$ cat src/rtl/sqw_pkg.sv
package sqw_pkg;
  // Region of the period a phase word falls into.
  typedef enum logic [1:0] {
    ZONE_HIGH = 2'd0,
    ZONE_LOW  = 2'd1,
    ZONE_RISE = 2'd2,
    ZONE_FALL = 2'd3
  } zone_e;
endpackage

$ cat src/rtl/sqw_gate_sel.sv
module sqw_gate_sel #(
  parameter int SEL_W = 3,
  parameter int N_EXT = 4
) (
  input  logic [SEL_W-1:0] sel_i,
  input  logic             reg_en_i,
  input  logic [N_EXT-1:0] ext_en_i,
  output logic             en_o
);
  always_comb begin
    en_o = 1'b0;
    if (sel_i == '0) begin
      en_o = reg_en_i;
    end else begin
      for (int k = 0; k < N_EXT; k++) begin
        if (sel_i == SEL_W'(k + 1)) en_o = ext_en_i[k];
      end
    end
  end
endmodule

$ cat src/rtl/sqw_param_stage.sv
module sqw_param_stage #(
  parameter int DUTY_W   = 12,
  parameter int SLEW_W   = 4,
  parameter int AMP_W    = 16,
  parameter int SLEW_MAX = 9
) (
  input  logic              clk,
  input  logic              rst_n,
  input  logic              load_i,
  input  logic [DUTY_W-1:0] duty_i,
  input  logic [SLEW_W-1:0] slew_i,
  input  logic [AMP_W-1:0]  amp_i,
  output logic [DUTY_W-1:0] duty_n_o,
  output logic [SLEW_W-1:0] slew_n_o,
  output logic [AMP_W-1:0]  amp_n_o
);
  localparam logic [DUTY_W-1:0] DUTY_RST = DUTY_W'(1) << (DUTY_W - 1);
  localparam logic [SLEW_W-1:0] SLEW_LIM = SLEW_W'(SLEW_MAX);

  logic [DUTY_W-1:0] duty_q;
  logic [SLEW_W-1:0] slew_q;
  logic [AMP_W-1:0]  amp_q;
  logic [SLEW_W-1:0] slew_c;

  always_comb begin
    slew_c   = (slew_i > SLEW_LIM) ? SLEW_LIM : slew_i;
    duty_n_o = load_i ? duty_i : duty_q;
    slew_n_o = load_i ? slew_c : slew_q;
    amp_n_o  = load_i ? amp_i  : amp_q;
  end

  always_ff @(posedge clk or negedge rst_n) begin
    if (!rst_n) begin
      duty_q <= DUTY_RST;
      slew_q <= '0;
      amp_q  <= '0;
    end else if (load_i) begin
      duty_q <= duty_n_o;
      slew_q <= slew_n_o;
      amp_q  <= amp_n_o;
    end
  end

  assert_slew_clamped_R4: assert property (@(posedge clk) disable iff (!rst_n)
    slew_q <= SLEW_LIM);

  assert_staged_hold_R9: assert property (@(posedge clk) disable iff (!rst_n)
    !load_i |=> $stable({duty_q, slew_q, amp_q}));
endmodule

$ cat src/rtl/sqw_wave_core.sv
module sqw_wave_core
  import sqw_pkg::*;
#(
  parameter int PH_W   = 16,
  parameter int DUTY_W = 12,
  parameter int SLEW_W = 4,
  parameter int AMP_W  = 16
) (
  input  logic [PH_W-1:0]   phase_i,
  input  logic [DUTY_W-1:0] duty_i,
  input  logic [SLEW_W-1:0] slew_i,
  input  logic [AMP_W-1:0]  amp_i,
  output logic [AMP_W-1:0]  wave_o,
  output logic [AMP_W-1:0]  low_o
);
  localparam int SH     = PH_W - DUTY_W;
  localparam int HS_TOP = PH_W - 3;        // log2 of half span at slew 0
  localparam int PW     = AMP_W + PH_W + 1;
  localparam logic [AMP_W-1:0] AMP_MIN = {1'b1, {(AMP_W-1){1'b0}}};
  localparam logic [AMP_W-1:0] AMP_MAX = {1'b0, {(AMP_W-1){1'b1}}};

  logic [PH_W-1:0]        fall_pos, fall_diff;
  logic signed [PH_W:0]   d_rise, d_fall, d_fall_neg, h_span;
  logic signed [PW-1:0]   amp_x, prod_r, prod_f, shr_r, shr_f;
  int                     shamt;
  logic                   in_rise, in_fall;
  zone_e                  zone;

  always_comb begin
    fall_pos   = {duty_i, {SH{1'b0}}};
    fall_diff  = phase_i - fall_pos;
    d_rise     = {phase_i[PH_W-1], phase_i};
    d_fall     = {fall_diff[PH_W-1], fall_diff};
    d_fall_neg = -d_fall;
    shamt      = HS_TOP - int'(slew_i);
    h_span     = (PH_W+1)'(1) << shamt;
    in_rise    = (d_rise > -h_span) && (d_rise < h_span);
    in_fall    = (d_fall > -h_span) && (d_fall < h_span);
    amp_x      = {{(PH_W+1){amp_i[AMP_W-1]}}, amp_i};
    prod_r     = amp_x * {{AMP_W{d_rise[PH_W]}}, d_rise};
    prod_f     = amp_x * {{AMP_W{d_fall_neg[PH_W]}}, d_fall_neg};
    shr_r      = prod_r >>> shamt;
    shr_f      = prod_f >>> shamt;
    low_o      = (amp_i == AMP_MIN) ? AMP_MAX : -amp_i;

    if (duty_i == '0)            zone = ZONE_LOW;
    else if (in_rise)            zone = ZONE_RISE;
    else if (in_fall)            zone = ZONE_FALL;
    else if (phase_i < fall_pos) zone = ZONE_HIGH;
    else                         zone = ZONE_LOW;

    case (zone)
      ZONE_HIGH: wave_o = amp_i;
      ZONE_RISE: wave_o = shr_r[AMP_W-1:0];
      ZONE_FALL: wave_o = shr_f[AMP_W-1:0];
      default:   wave_o = low_o;
    endcase
  end
endmodule

$ cat src/rtl/sqwave_shaper.sv
module sqwave_shaper #(
  parameter int PH_W     = 16,
  parameter int DUTY_W   = 12,
  parameter int SLEW_W   = 4,
  parameter int AMP_W    = 16,
  parameter int SEL_W    = 3,
  parameter int N_EXT    = 4,
  parameter int SLEW_MAX = 9
) (
  input  logic              clk,
  input  logic              rst_n,
  input  logic [PH_W-1:0]   phase_i,
  input  logic [DUTY_W-1:0] duty_i,
  input  logic [SLEW_W-1:0] slew_i,
  input  logic [AMP_W-1:0]  amp_i,
  input  logic              trig_i,
  input  logic [SEL_W-1:0]  gate_sel_i,
  input  logic              gate_reg_i,
  input  logic [N_EXT-1:0]  gate_ext_i,
  output logic [AMP_W-1:0]  sample_o
);
  logic              gate_n, gate_q, load;
  logic [DUTY_W-1:0] duty_n;
  logic [SLEW_W-1:0] slew_n;
  logic [AMP_W-1:0]  amp_n, wave, low_lvl, sample_n;

  sqw_gate_sel #(.SEL_W(SEL_W), .N_EXT(N_EXT)) u_gate (
    .sel_i(gate_sel_i), .reg_en_i(gate_reg_i), .ext_en_i(gate_ext_i), .en_o(gate_n)
  );

  sqw_param_stage #(.DUTY_W(DUTY_W), .SLEW_W(SLEW_W), .AMP_W(AMP_W),
                    .SLEW_MAX(SLEW_MAX)) u_stage (
    .clk(clk), .rst_n(rst_n), .load_i(load),
    .duty_i(duty_i), .slew_i(slew_i), .amp_i(amp_i),
    .duty_n_o(duty_n), .slew_n_o(slew_n), .amp_n_o(amp_n)
  );

  sqw_wave_core #(.PH_W(PH_W), .DUTY_W(DUTY_W), .SLEW_W(SLEW_W),
                  .AMP_W(AMP_W)) u_core (
    .phase_i(phase_i), .duty_i(duty_n), .slew_i(slew_n), .amp_i(amp_n),
    .wave_o(wave), .low_o(low_lvl)
  );

  always_comb begin
    load     = trig_i | ~gate_q;
    sample_n = gate_n ? wave : low_lvl;
  end

  always_ff @(posedge clk or negedge rst_n) begin
    if (!rst_n) begin
      gate_q   <= 1'b0;
      sample_o <= '0;
    end else begin
      gate_q   <= gate_n;
      sample_o <= sample_n;
    end
  end

  assert_gated_low_R8: assert property (@(posedge clk) disable iff (!rst_n)
    !gate_n |=> sample_o == $past(low_lvl));

  assert_bad_sel_off_R7: assert property (@(posedge clk) disable iff (!rst_n)
    (int'(gate_sel_i) > N_EXT) |=> sample_o == $past(low_lvl));

  assert_zero_duty_low_R5: assert property (@(posedge clk) disable iff (!rst_n)
    (duty_n == '0) |=> sample_o == $past(low_lvl));
endmodule

$ cat config.mk
export PLATFORM = sky130hd
export DESIGN_NAME = sqwave_shaper
export DESIGN_NICKNAME = d
export VERILOG_FILES = /design/src/rtl/sqw_pkg.sv /design/src/rtl/sqw_gate_sel.sv /design/src/rtl/sqw_param_stage.sv /design/src/rtl/sqw_wave_core.sv /design/src/rtl/sqwave_shaper.sv
export SDC_FILE = /design/constraint.sdc
export NUM_CORES = 2
export LEC_CHECK = 0
export CAP_MARGIN = 20
export CORE_UTILIZATION = 39
export CTS_CLUSTER_DIAMETER = 200
export CTS_CLUSTER_SIZE = 10
export DETAILED_ROUTE_END_ITERATION = 8
export SYNTH_ARGS = -nofsm -noshare
export SYNTH_HDL_FRONTEND = slang
export SYNTH_SLANG_ARGS = --single-unit
export TNS_END_PERCENT = 5
$ cat constraint.sdc
create_clock -name clk -period 10.3 [get_ports clk]
set_clock_uncertainty 0.15 [all_clocks]
set_input_delay 1.545 -clock clk [delete_from_list [all_inputs] [get_ports clk]]
set_output_delay 1.545 -clock clk [all_outputs]
set_load 0.01 [all_outputs]
== Yosys cells after proc, flatten, opt, wreduce, memory -nomap -nowiden ==
Index checks and enable logic that the tools add are counted.

* Register bits after elaboration: 49
* Logic and storage cells: 51

* Bitwise operators: 2
* Shift-type cells: 3
* Multipliers: 2
* Equality and inequality tests: 7
* Add/sub/neg operators: 5
* Reduce and logical (&&, ||, !) cells: 5
* $lt $le $gt $ge: 6
* Muxes and demuxes: 16

{| class="wikitable"
|+ Operators with widths
! cell !! count
|-
| >>> shifter 33 x 32 -> 16 bit || 2
|-
| two-way mux 16 bit || 3
|-
| one-hot mux 16 bit (3 select lines) || 1
|-
| > comparator 16 x 17 -> 1 bit || 2
|-
| less-than comparator 16 x 17 -> 1 bit || 2
|-
| multiplier 16 x 17 -> 33 bit || 1
|-
| multiplier 16 x 16 -> 32 bit || 1
|-
| left shift 1 x 32 -> 17 bit (first input constant) || 1
|-
| negation 16 -> 17 bit || 1
|-
| negation 17 bit || 1
|-
| equality test 16 bit (second input constant) || 1
|-
| less-than comparator 16 bit || 1
|-
| negation 16 bit || 1
|-
| subtractor 16 bit || 1
|-
| logical NOT 12 bit || 1
|-
| two-way mux 12 bit || 1
|-
| two-way mux 4 bit || 2
|-
| equality test 3 x 2 -> 1 bit (second input constant) || 2
|-
| two-way mux 1 bit || 6
|-
| two-way mux 2 bit || 3
|-
| subtractor 4 x 4 -> 5 bit (first input constant) || 1
|-
| equality test 2 bit (second input constant) || 2
|-
| > comparator 4 bit (second input constant) || 1
|-
| equality test 3 x 1 -> 1 bit (second input constant) || 1
|-
| other kinds (6) || 7
|}

== Longest topological paths before layout ==
* Word-level depth: 14
* Gate-level depth with buffers: 48

== By module ==
A second synthesis with hierarchy kept.

* Cells, all modules: 3,123
* Area, all modules: 27,853.0 sq um

{| class="wikitable"
|+ By module, submodules not included
! module !! instances !! area an instance (sq um) !! cells an instance !! sequential area each (sq um)
|-
| sqw_wave_core || 1 || 25,248.0 || 2,973 || 0.0
|-
| sqw_param_stage || 1 || 1,871.8 || 108 || 802.0
|-
| sqwave_shaper || 1 || 680.7 || 36 || 425.4
|-
| sqw_gate_sel || 1 || 52.6 || 6 || 0.0
|}

== Least setup slack after synthesis ==
Ideal clock, no wire load.

* Kind: input to register
* Start point: in trig_i
* End point: reg sample_o[6]
* Setup slack: -1.171 ns
* Stages: 45
* Data required time: 10.074 ns
* Setup time: 0.076 ns
* Data arrival time: 11.245 ns
* Path through: nand2b_1 buf_4 buf_6 clkbuf_1 nand2_1 nand2_1 ha_1 inv_1 ha_1 a311oi_2 maj3_2 o21bai_1 xor2_1 inv_1 nor3_1 nand2_1 or2_2 nor3_1 [... 9 more ...] fa_1 inv_1 fa_1 inv_1 ha_1 a21o_1 a21o_1 a21oi_1 a21boi_0 nand3b_1 a31oi_1 xnor2_1 nor4_2 nor2_2 nand2_1 or3_1 a41o_1 o21ai_1

* Elaborated cells between the ends (all ways): 33

{| class="wikitable"
|+ RTL lines
! element !! line !! text
|-
| from (decl) || sqwave_shaper.sv:16 || <nowiki>input logic trig_i,</nowiki>
|-
| bitwise OR 1 bit (*) || sqwave_shaper.sv:45 || <nowiki>load = trig_i | ~gate_q;</nowiki>
|-
| two-way mux 12 bit (*) || sqw_param_stage.sv:27 || <nowiki>duty_n_o = load_i ? duty_i : duty_q;</nowiki>
|-
| named net duty_n[0] || sqwave_shaper.sv:23 || <nowiki>logic [DUTY_W-1:0] duty_n;</nowiki>
|-
| parallel branches: the longest is 7 deep, another holds multiplier 16 x 17 -> 33 bit || -- ||
|-
| one-hot mux 16 bit (3 select lines) (*) || sqw_wave_core.sv:52 || <nowiki>case (zone)</nowiki>
|-
| two-way mux 16 bit (*) || sqwave_shaper.sv:46 || <nowiki>sample_n = gate_n ? wave : low_lvl;</nowiki>
|-
| named net sample_n[6] || sqwave_shaper.sv:25 || <nowiki>logic [AMP_W-1:0] amp_n, wave, low_lvl, sample_n;</nowiki>
|-
| to (signal assigned) || sqwave_shaper.sv:55 || <nowiki>sample_o <= sample_n;</nowiki>
|-
| to (decl) || sqwave_shaper.sv:20 || <nowiki>output logic [AMP_W-1:0] sample_o</nowiki>
|}

Mark *: on every way through the listed nets, which the timed path passes.
A chain may end at the register's enable or synchronous reset.

== Worst setup path in the final report ==
* Start point: in trig_i
* End point: reg sample_o[14]

* Cells in the longest elaborated chain, start to end: 13
* Elaborated cells between the ends (all ways): 33

{| class="wikitable"
|+ RTL lines
! element !! line
|-
| bitwise OR 1 bit (*) || sqwave_shaper.sv:45
|-
| parallel branches: the longest is 11 deep, another holds multiplier 16 x 17 -> 33 bit || --
|-
| two-way mux 16 bit (*) || sqwave_shaper.sv:46
|-
| named net sample_n[14] || sqwave_shaper.sv:25
|}

Marked as above.

==> impl_metrics.json <==
{
  "holdCritStartpoint": "u_stage.slew_q[2]",
  "wirelength_um": 98800,
  "finalNonFillerCells": 4532,
  "dp.cells": 4513,
  "worst_slew_pin_slew_ns": 1.07,
  "synth_top_area_cell": "fa_1",
  "maxCapViolCount": 0,
  "clkLatencyLatePin_ns": 0.34,
  "synthFlopType": "dfrtp_1",
  "rsz0062_at_grt": "yes",
  "max_stage_delay_ns": 0.60,
  "cts_hold_buffers": 0,
  "viasPerCell": 5.34,
  "syn_to_final_growth_pct": 22.7,
  "holdPathEnd": "u_stage.slew_q[2]",
  "cts.sinks": 49,
  "cts_tree": "yes",
  "drv_slew": 0,
  "synthCells": 3204,
  "rr_worst_depth": 41,
  "first_pass_iters": 5,
  "dp_hpwl_um": 84900,
  "seqCellArea_um2": 1230,
  "crit_top_cell": "fa_1",
  "ys_top_cells_by_area": "fa_1 39%, ha_1 11%, inv_1 9.4%, nand2_1 5.7%, dfrtp_1 4.5%",
  "r2r_start": "gate_q",
  "r2r_end": "sample_o[14]",
  "seq_area_frac_synth_pct": 4.56,
  "fin_util_pct": 48.8,
  "setup_viol": 16,
  "worst_setup_path_start_kind": "primary input",
  "fp.dieH_um": 265,
  "hold_violations": 0,
  "ys_types": 111,
  "die_w_um": 265,
  "fin_ws_ns": -0.493,
  "yosysMostFrequentCell": "inv_1",
  "synthArstFlopShare_pct": 100,
  "syn_nets": 4026,
  "clk_pin_slew_ns": 0.07,
  "wl_per_cell_um": 21.8,
  "row_count": 95,
  "antenna_found_initial": 3,
  "regToRegSetupSlack_ns": 0.28,
  "worstPathArrival_ns": 10.87,
  "status": "complete, but fails checks",
  "synth_commonest_cells": "671 x inv_1, 531 x fa_1, 412 x nand2_1, 260 x nor2_1, 232 x ha_1",
  "cp_slowest_cell": "fa_1",
  "fmax_mhz": 92.6,
  "root_buffer": "clkbuf_16",
  "die-area_um2": 70100,
  "nNetsFinal": 4477,
  "grt.total_usage_pct": 28.8,
  "ios": 75,
  "yosys_warnings": 0,
  "drt_iter0_drc": 1859,
  "ys_ff_latch": 49,
  "worstSetupEndpointType": "flip-flop",
  "grt_max_degree": 50,
  "synth_top_cell_area_share_pct": 39.5,
  "period_minus_slack_ns": 10.79,
  "syn_area_um2": 26900,
  "num_vias": 24200,
  "pre_cts_slack_ns": -1.58,
  "critPathMaxFanout": 4,
  "layout-drive-gt1-share_pct": 17.9,
  "hp-class": "reg -> reg",
  "postSynthAreaPerCell_um2": 8.40,
  "place_area_um2": 32400,
  "holdPathStages": 2,
  "slew_headroom_pct": 28.5,
  "io_buffers": 74,
  "cts_buffers": 5,
  "multi_input_area_um2": 23300,
  "clock_path_buffers": 2,
  "core_area_um2": 67800,
  "finalInstanceArea_um2": 33000,
  "gp_congestion": 1.04,
  "start_util_pct": 39.7,
  "grt_pass1_vias": 24500,
  "fin_crit_sh_pct": 105,
  "drc": 0,
  "grt-ovfl-total": 0,
  "crit_type": "in -> reg",
  "grt_pass1_wl_um": 151000,
  "fillers": 6597,
  "htreeDepth": 2,
  "synth_edf_count": 0,
  "cp_data_required_time_ns": 10.38,
  "postRouteAntennaNets": 0,
  "violations": "setup timing"
}
[worst max path at each step]
| stage | from | to | slack, ns | cells past startpoint |
|---|---|---|---|---|
| 6_report | trig_i | sample_o[14] | -0.49 | 42 |
| 5_1_grt | trig_i | sample_o[0] | -0.90 | 42 |
| 4_1_cts | trig_i | sample_o[0] | -0.47 | 43 |
| 3_5_place_dp | trig_i | sample_o[11] | -1.58 | 44 |
| 3_3_place_gp | trig_i | sample_o[5] | -1.44 | 48 |
| 2_1_floorplan | trig_i | sample_o[0] | -0.46 | 44 |
[cell type report]
type / count / share of cell area (%)
Clock buffer: 6 / 0.420
Multi-Input combinational cell: 2355 / 70.4
Clock inverter: 2 / 0.114
Inverter: 681 / 7.75
Antenna cell: 3 / 0.0227
Sequential cell: 49 / 3.72
Tap cell: 873 / 3.31
Timing Repair Buffer: 563 / 14.2
[critical path, delay by kind of cell]
family | cells | cell delay, ns
compound gates | 10 | 1.67
xor+xnor | 4 | 0.99
fa+ha+maj | 9 | 3.85
buf+inv | 7 | 0.68
mux | 1 | 0.27
simple gates | 11 | 1.89
[metal layers]
metal  global-route usage (%)  vias up  part of all wire (%)
li1                         -    10900                     -
met1                     38.6    12200                    42
met2                     47.4      917                    47
met3                     4.26      158                   7.6
met4                     9.98        0                   4.0
met5                        0        -                     0
[stage by stage]
step | hold WS, ns | TNS [ns]
2_1_floorplan | 0.282 | -6.22
3_3_place_gp | 0.300 | -21.71
3_5_place_dp | 0.307 | -23.53
4_1_cts | 0.323 | -5.72
5_1_grt | 0.373 | -13.10
6_report | 0.320 | -6.30
[flip-flops by register name (all words and copies together), names as in the netlist]
| register | flops |
|---|---|
| gate_q | 1 |
| u_stage.amp_q | 16 |
| u_stage.slew_q | 4 |
| sample_o | 16 |
| u_stage.duty_q | 12 |
[cells in the final DEF (no fill, tap or decap), types with 7 or more instances in the layout]
cell / netlist / final
ha_4: 0 / 11
o31ai_1: 11 / 8
inv_2: 4 / 8
or3_1: 10 / 9
nand3_1: 39 / 38
dfrtp_1: 48 / 48
xnor2_1: 88 / 79
buf_12: 0 / 21
nor3_1: 33 / 29
a21oi_2: 1 / 10
inv_1: 671 / 666
nand2b_1: 21 / 20
buf_6: 3 / 9
a21o_1: 46 / 46
mux2i_1: 40 / 26
clkdlybuf4s50_1: 0 / 68
nor2_2: 2 / 7
and3_1: 13 / 12
nor4_1: 10 / 9
o22ai_1: 8 / 8
mux2_2: 10 / 9
o21ai_1: 8 / 14
mux2i_2: 1 / 14
nand4_1: 10 / 10
a21oi_1: 102 / 93
nor2b_1: 21 / 21
fa_1: 531 / 528
o211ai_1: 19 / 19
ha_1: 232 / 221
and2_1: 70 / 70
nor2_1: 260 / 253
a211oi_1: 23 / 18
o21ai_0: 109 / 99
o21a_1: 16 / 16
buf_4: 6 / 458
a31oi_1: 15 / 14
xor2_1: 35 / 32
nand2_1: 412 / 407
[timing repair]
item / in CTS / in global routing
endpoints found under the hold margin: 0 / 0
gates cloned: 0 / 0
buffers inserted: 8 / 0
pin swaps: 51 / 5
resized for setup: 77 / 17
setup endpoints to repair: 16 / 16
[cells by family (layout without fill, tap and decap cells)]
group / count (synthesis) / in the layout / share of synthesized area, %
xor gates and xnor gates: 124 / 124 / 4.06
AOI/OAI and AO/OA: 462 / 462 / 11.5
and+or+nand+nor: 944 / 944 / 15.7
DFF: 49 / 49 / 4.56
other: 1 / 4 / 0.0139
buffers and inverters: 800 / 1252 / 11.3
muxes: 57 / 57 / 2.38
adders and majority gates: 767 / 767 / 50.4
Power is left out: the tool's default activity adds up to more than one toggle a clock period on the data nets, which glitch-free logic cannot reach.
